### config.mk
export PLATFORM = sky130hd
export DESIGN_NAME = adc_frame_reader
export DESIGN_NICKNAME = d
export VERILOG_FILES = /design/src/rtl/adcrd_pkg.sv /design/src/rtl/adcrd_clkdiv.sv /design/src/rtl/adcrd_decode.sv /design/src/rtl/adc_frame_reader.sv
export SDC_FILE = /design/constraint.sdc
export NUM_CORES = 1
export LEC_CHECK = 0
export CAP_MARGIN = 20
export CORE_AREA = 8 8 97 99
export DETAILED_ROUTE_END_ITERATION = 10
export DIE_AREA = 0 0 105 107
export GPL_TIMING_DRIVEN = 0
export PLACE_DENSITY = 0.79
export RECOVER_POWER = 100
export SYNTH_ARGS = -nofsm -noshare
export SYNTH_HDL_FRONTEND = slang
export SYNTH_SLANG_ARGS = --single-unit
### constraint.sdc
create_clock -name clk -period 2.7 [get_ports clk]
set_input_delay 0.405 -clock clk [delete_from_list [all_inputs] [get_ports clk]]
set_output_delay 0.405 -clock clk [all_outputs]
set_load 0.1 [all_outputs]
### src/rtl/adcrd_pkg.sv
package adcrd_pkg;
    localparam int FRAME_W   = 24;
    localparam int FIELD_W   = 20;
    localparam int TAIL_W    = 8;
    localparam int OUT_W     = FIELD_W + 2;
    localparam int LONG_W    = FRAME_W + TAIL_W;
    localparam int CNT_W     = $clog2(LONG_W + 1);
    localparam int UNDER_LIM = -(1 << (FIELD_W - 3));

    typedef enum logic [1:0] {
        ST_IDLE  = 2'd0,
        ST_POLL  = 2'd1,
        ST_SHIFT = 2'd2
    } rd_state_e;
endpackage

### src/rtl/adcrd_clkdiv.sv
module adcrd_clkdiv #(
    parameter int DIV_W = 8
) (
    input  logic             clk,
    input  logic             rst_n,
    input  logic             en_i,
    input  logic [DIV_W-1:0] div_i,
    output logic             tick_o
);
    logic [DIV_W-1:0] cnt_d, cnt_q;

    always_comb begin
        tick_o = en_i && (cnt_q == div_i);
        if (!en_i || tick_o) cnt_d = '0;
        else                 cnt_d = cnt_q + 1'b1;
    end

    always_ff @(posedge clk or negedge rst_n) begin
        if (!rst_n) cnt_q <= '0;
        else        cnt_q <= cnt_d;
    end
endmodule

### src/rtl/adcrd_decode.sv
module adcrd_decode
    import adcrd_pkg::*;
(
    input  logic [FIELD_W+1:0]       bits_i,
    output logic signed [OUT_W-1:0]  value_o,
    output logic                     over_o,
    output logic                     under_o
);
    logic               sign_b, ext_b;
    logic [FIELD_W-1:0] field;

    always_comb begin
        sign_b = bits_i[FIELD_W+1];
        ext_b  = bits_i[FIELD_W];
        field  = bits_i[FIELD_W-1:0];
        if (sign_b) value_o = $signed({1'b0, ext_b, field});
        else        value_o = $signed({2'b11, field});
        over_o  = sign_b && ext_b;
        under_o = !sign_b && ext_b && (int'(value_o) < UNDER_LIM);
    end
endmodule

### src/rtl/adc_frame_reader.sv
module adc_frame_reader
    import adcrd_pkg::*;
#(
    parameter int DIV_W  = 8,
    parameter int POLL_W = 16
) (
    input  logic                    clk,
    input  logic                    rst_n,
    input  logic                    start_i,
    input  logic [DIV_W-1:0]        clk_div_i,
    input  logic [POLL_W-1:0]       poll_limit_i,
    input  logic                    long_frame_i,
    input  logic                    miso_i,
    output logic                    cs_n_o,
    output logic                    sclk_o,
    output logic                    valid_o,
    output logic signed [OUT_W-1:0] value_o,
    output logic                    over_o,
    output logic                    under_o,
    output logic                    timeout_o,
    output logic                    busy_o
);
    typedef struct packed {
        rd_state_e           state;
        logic                cs_n;
        logic                sclk;
        logic                long_fr;
        logic [FIELD_W+1:0]  shreg;
        logic [CNT_W-1:0]    bitcnt;
        logic [POLL_W-1:0]   pollcnt;
        logic                valid;
        logic                timeout;
        logic [OUT_W-1:0]    value;
        logic                over;
        logic                under;
    } regs_t;

    regs_t r_d, r_q;

    logic                    tick;
    logic signed [OUT_W-1:0] dec_value;
    logic                    dec_over, dec_under;
    logic [CNT_W-1:0]        frame_len;

    adcrd_clkdiv #(.DIV_W(DIV_W)) u_div (
        .clk    (clk),
        .rst_n  (rst_n),
        .en_i   (r_q.state != ST_IDLE),
        .div_i  (clk_div_i),
        .tick_o (tick)
    );

    adcrd_decode u_dec (
        .bits_i  (r_q.shreg),
        .value_o (dec_value),
        .over_o  (dec_over),
        .under_o (dec_under)
    );

    always_comb begin
        r_d         = r_q;
        r_d.valid   = 1'b0;
        r_d.timeout = 1'b0;
        frame_len   = r_q.long_fr ? CNT_W'(LONG_W) : CNT_W'(FRAME_W);

        unique case (r_q.state)
            ST_IDLE: begin
                if (start_i) begin
                    r_d.state   = ST_POLL;
                    r_d.cs_n    = 1'b0;
                    r_d.pollcnt = '0;
                    r_d.long_fr = long_frame_i;
                end
            end
            ST_POLL: begin
                if (tick) begin
                    if (!miso_i) begin
                        r_d.state  = ST_SHIFT;
                        r_d.bitcnt = '0;
                    end else if (r_q.pollcnt == poll_limit_i) begin
                        r_d.state   = ST_IDLE;
                        r_d.cs_n    = 1'b1;
                        r_d.timeout = 1'b1;
                    end else begin
                        r_d.pollcnt = r_q.pollcnt + 1'b1;
                    end
                end
            end
            ST_SHIFT: begin
                if (tick) begin
                    if (!r_q.sclk) begin
                        r_d.sclk   = 1'b1;
                        r_d.bitcnt = r_q.bitcnt + 1'b1;
                        if (r_q.bitcnt < CNT_W'(FRAME_W))
                            r_d.shreg = {r_q.shreg[FIELD_W:0], miso_i};
                    end else begin
                        r_d.sclk = 1'b0;
                        if (r_q.bitcnt == frame_len) begin
                            r_d.state = ST_IDLE;
                            r_d.cs_n  = 1'b1;
                            r_d.valid = 1'b1;
                            r_d.value = dec_value;
                            r_d.over  = dec_over;
                            r_d.under = dec_under;
                        end
                    end
                end
            end
            default: begin
                r_d.state = ST_IDLE;
                r_d.cs_n  = 1'b1;
                r_d.sclk  = 1'b0;
            end
        endcase
    end

    always_ff @(posedge clk or negedge rst_n) begin
        if (!rst_n) begin
            r_q         <= '0;
            r_q.state   <= ST_IDLE;
            r_q.cs_n    <= 1'b1;
        end else begin
            r_q <= r_d;
        end
    end

    assign cs_n_o    = r_q.cs_n;
    assign sclk_o    = r_q.sclk;
    assign valid_o   = r_q.valid;
    assign value_o   = $signed(r_q.value);
    assign over_o    = r_q.over;
    assign under_o   = r_q.under;
    assign timeout_o = r_q.timeout;
    assign busy_o    = (r_q.state != ST_IDLE);
endmodule

==> impl_metrics.sql <==
INSERT INTO impl_metrics (metric_group, metric, value, unit) VALUES
('synth', 'compound_cell_area_share_of_the_yosys_netlist', '8.81', '%'),
('synth', 'main_combinational_cell_family_by_area_after_synthesis', 'simple AND/OR/NAND/NOR gates', ''),
('pwr', 'leakage', '2.53', 'nW'),
('sta', 'slew_violations', '0', ''),
('sta', 'timing.slew.headroom', '22.9', '%'),
('global_routing', 'grt_start_max_net_pins', '67', ''),
('drt', 'drt.antenna.violating_nets', '0', ''),
('layout', 'final_layout_size_suffix_gt1_share', '19.7', '%'),
('worst_setup_path', 'cp-startpoint', 'cs_n_o$_DFFE_PN1P_', ''),
('sta', 'final.hold.worst_slack', '0.498', 'ns'),
('worst_setup_path', 'worst-path-buf-inv', '1', ''),
('run_status', 'outcome', 'finished clean', ''),
('synth', 'netlist_area', '4230', 'sq um'),
('pwr', 'fin_total_pwr', '3.06', 'mW'),
('worst_setup_path', 'worstPathArrival', '2.12', 'ns'),
('floorplan', 'fp.dieH', '107', 'um'),
('worst_setup_path', 'r2r_start', 'r_q[34]$_DFFE_PN0P_', ''),
('place', 'dpl.hpwl', '6230', 'um'),
('place', 'place.port_buffers', '57', ''),
('global_routing', 'antenna_found_initial', '0', ''),
('hold_path', 'hold_path_class', 'reg2reg', ''),
('clock_network', 'cts_post_setup_buffers_inserted', '0', ''),
('sta', 'largest_clock_skew_in_the_final_design', '0.0111', 'ns'),
('clock_network', 'htree_levels', '3', ''),
('job', 'cap_violations', '0', ''),
('synth', 'post_synth_fa_ha_maj_area_fraction', '1.18', '%'),
('worst_setup_path', 'worstPathMaxFanout', '3', ''),
('clock_network', 'cts_inserted_buffers', '9', ''),
('worst_setup_path', 'start_kind', 'register', ''),
('floorplan', 'start_util', '53.4', '%'),
('clock_network', 'cts_tree', 'done', ''),
('global_routing', 'grtUsageTotal', '15.6', '%'),
('place', 'detailedPlace.worstSlack', '-0.0816', 'ns'),
('layout', 'num_antenna_cells', '0', ''),
('synth', 'yosys.cell_types.count', '48', ''),
('drt', 'avgRoutedWirePerCell', '15.1', 'um'),
('place', 'placedInstanceArea', '4960', 'sq um'),
('sta', 'finalCriticalPeriod', '2.53', 'ns'),
('layout', 'areaGrowthSynthToFinish', '21.1', '%'),
('sta', 'worst_slew_pin_slew', '1.16', 'ns'),
('sta', 'finalCritPeriodShare', '93.6', '%'),
('clock_network', 'clk-insertion-delay-late', '0.36', 'ns'),
('drt', 'detail_route.iter0.violations', '110', ''),
('synth', 'library_cell_with_the_highest_instance_count_after_synthesis', 'sky130_fd_sc_hd__dfrtp_1', ''),
('synth', 'synth_largest_type_area_fraction', '48.5', '%'),
('sta', 'fin_setup_tns', '0', 'ns'),
('synth', 'synth_top_cells_by_count', 'sky130_fd_sc_hd__dfrtp_1 (82), sky130_fd_sc_hd__mux2_2 (31), sky130_fd_sc_hd__buf_4 (24), sky130_fd_sc_hd__nor2_1 (21), sky130_fd_sc_hd__xor2_1 (21)', ''),
('synth', 'synth-xor-area-share', '6.74', '%'),
('synth', 'syn_inst', '367', ''),
('sta', 'grt_setup_unrepaired', 'false', ''),
('worst_setup_path', 'crit-reg2reg-capture', 'r_q[26]$_DFFE_PN0P_', ''),
('sta', 'max_freq', '396', 'MHz'),
('global_routing', 'gr-total-overflow', '0', ''),
('floorplan', 'area_of_the_placeable_core', '7930', 'sq um'),
('floorplan', 'placement_rows', '33', ''),
('clock_network', 'tritoncts_num_sinks', '83', ''),
('worst_setup_path', 'timing_worst_setup_path_type', 'reg2out', ''),
('synth', 'synth-seq-area-share', '49.1', '%'),
('clock_network', 'cts.root.buffer_cell', 'sky130_fd_sc_hd__clkbuf_8', ''),
('drt', 'vias_per_cell', '5.51', ''),
('synth', 'yosys_register_bits', '83', ''),
('drt', 'via_count', '3016', ''),
('sta', 'final-hold-violation-count', '0', ''),
('synth', 'synth_simple_gate_area_share', '14.5', '%'),
('pwr', 'max-vdd-ir-drop', '0.572', 'mV'),
('floorplan', 'io_pins', '58', ''),
('drt', 'drt-pass1-iter-count', '4', ''),
('layout', 'postLayoutCellArea', '5130', 'sq um'),
('synth', 'syn_nets', '400', ''),
('synth', 'synth_area_leader_cell', 'sky130_fd_sc_hd__dfrtp_1', ''),
('clock_network', 'clkSlewWorstSetupHoldPaths', '0.09', 'ns');
-- per-layer routing --
metal	vias up	GRT usage [%]	routed length (um)
li1	1448	-	-
met1	1476	19.0	3610
met2	77	25.8	4060
met3	15	4.50	484
met4	0	6.01	129
met5	-	0	0
-- final cells by class --
type | instances | area [sq um] | share of cell area, %
clock buffer | 9 | 124 | 2.42
sequential | 83 | 2080 | 40.5
tap | 105 | 131 | 2.56
buffer | 34 | 239 | 4.66
clock inverter | 7 | 103 | 2.00
timing repair buffer | 59 | 576 | 11.2
inverter | 10 | 37.5 | 0.732
multi-input combinational | 240 | 1840 | 35.9
-- worst min path at each step --
| stage | depth (start not counted) | startpoint | endpoint | slack (ns) |
|---|---|---|---|---|
| floorplan | 0 | rst_n | over_o$_DFFE_PN0P_ | 0.11 |
| global placement | 1 | under_o$_DFFE_PN0P_ | under_o$_DFFE_PN0P_ | 0.47 |
| detailed placement | 1 | rst_n | value_o[21]$_DFFE_PN0P_ | 0.30 |
| CTS | 2 | rst_n | value_o[15]$_DFFE_PN0P_ | 0.45 |
| global route | 1 | value_o[7]$_DFFE_PN0P_ | value_o[7]$_DFFE_PN0P_ | 0.52 |
| finish | 1 | value_o[12]$_DFFE_PN0P_ | value_o[12]$_DFFE_PN0P_ | 0.50 |
-- layout by cell type (no fill, tap or decap), types with 8 or more instances in the layout --
master,Yosys,layout
sky130_fd_sc_hd__dlygate4sd3_1,0,29
sky130_fd_sc_hd__nand3_1,16,16
sky130_fd_sc_hd__o21ai_0,15,16
sky130_fd_sc_hd__buf_4,24,24
sky130_fd_sc_hd__clkdlybuf4s50_1,0,27
sky130_fd_sc_hd__nand2_1,17,17
sky130_fd_sc_hd__inv_1,10,10
sky130_fd_sc_hd__nor4_1,10,10
sky130_fd_sc_hd__dfrtp_1,82,82
sky130_fd_sc_hd__mux2_1,5,14
sky130_fd_sc_hd__xor2_1,21,21
sky130_fd_sc_hd__nor2_1,21,21
sky130_fd_sc_hd__clkbuf_1,2,8
sky130_fd_sc_hd__mux2_2,31,30
sky130_fd_sc_hd__clkbuf_8,0,9
-- stage by stage --
stage          utilization (%)  cells
6_report                  64.7    547
5_1_grt                   64.7    547
3_5_place_dp              62.5    530
4_1_cts                   65.5    547
2_1_floorplan                -    367
3_3_place_gp              62.2    529
-- power by group --
part           leakage (nW)  total (mW)  internal, mW  switching [mW]
logic                  1.30       0.570         0.237           0.333
clock network         0.117        1.01         0.536           0.474
registers              1.11        1.48          1.35           0.131
-- registers in the layout, summed over array words and instances, names as in the netlist --
register and count:
r_q 47, value_o 22, u_div.cnt_q 8, cs_n_o 1, over_o 1, sclk_o 1, timeout_o 1, under_o 1
valid_o 1
-- repair_timing --
item                                    in CTS  in global routing
endpoints found under the setup margin       1                  0
hold buffers                                 1                  0
endpoints found under the hold margin       17                  0
gates resized for setup                      1                  0
-- cell families after synthesis --
| kind of cell | count (synthesis) |
|---|---|
| xor+xnor | 30 |
| buf+inv | 44 |
| flops | 83 |
| simple gates | 109 |
| fa+ha+maj | 4 |
| compound gates | 51 |
| mux | 46 |
No activity file was read; power rests on OpenSTA's default activity.
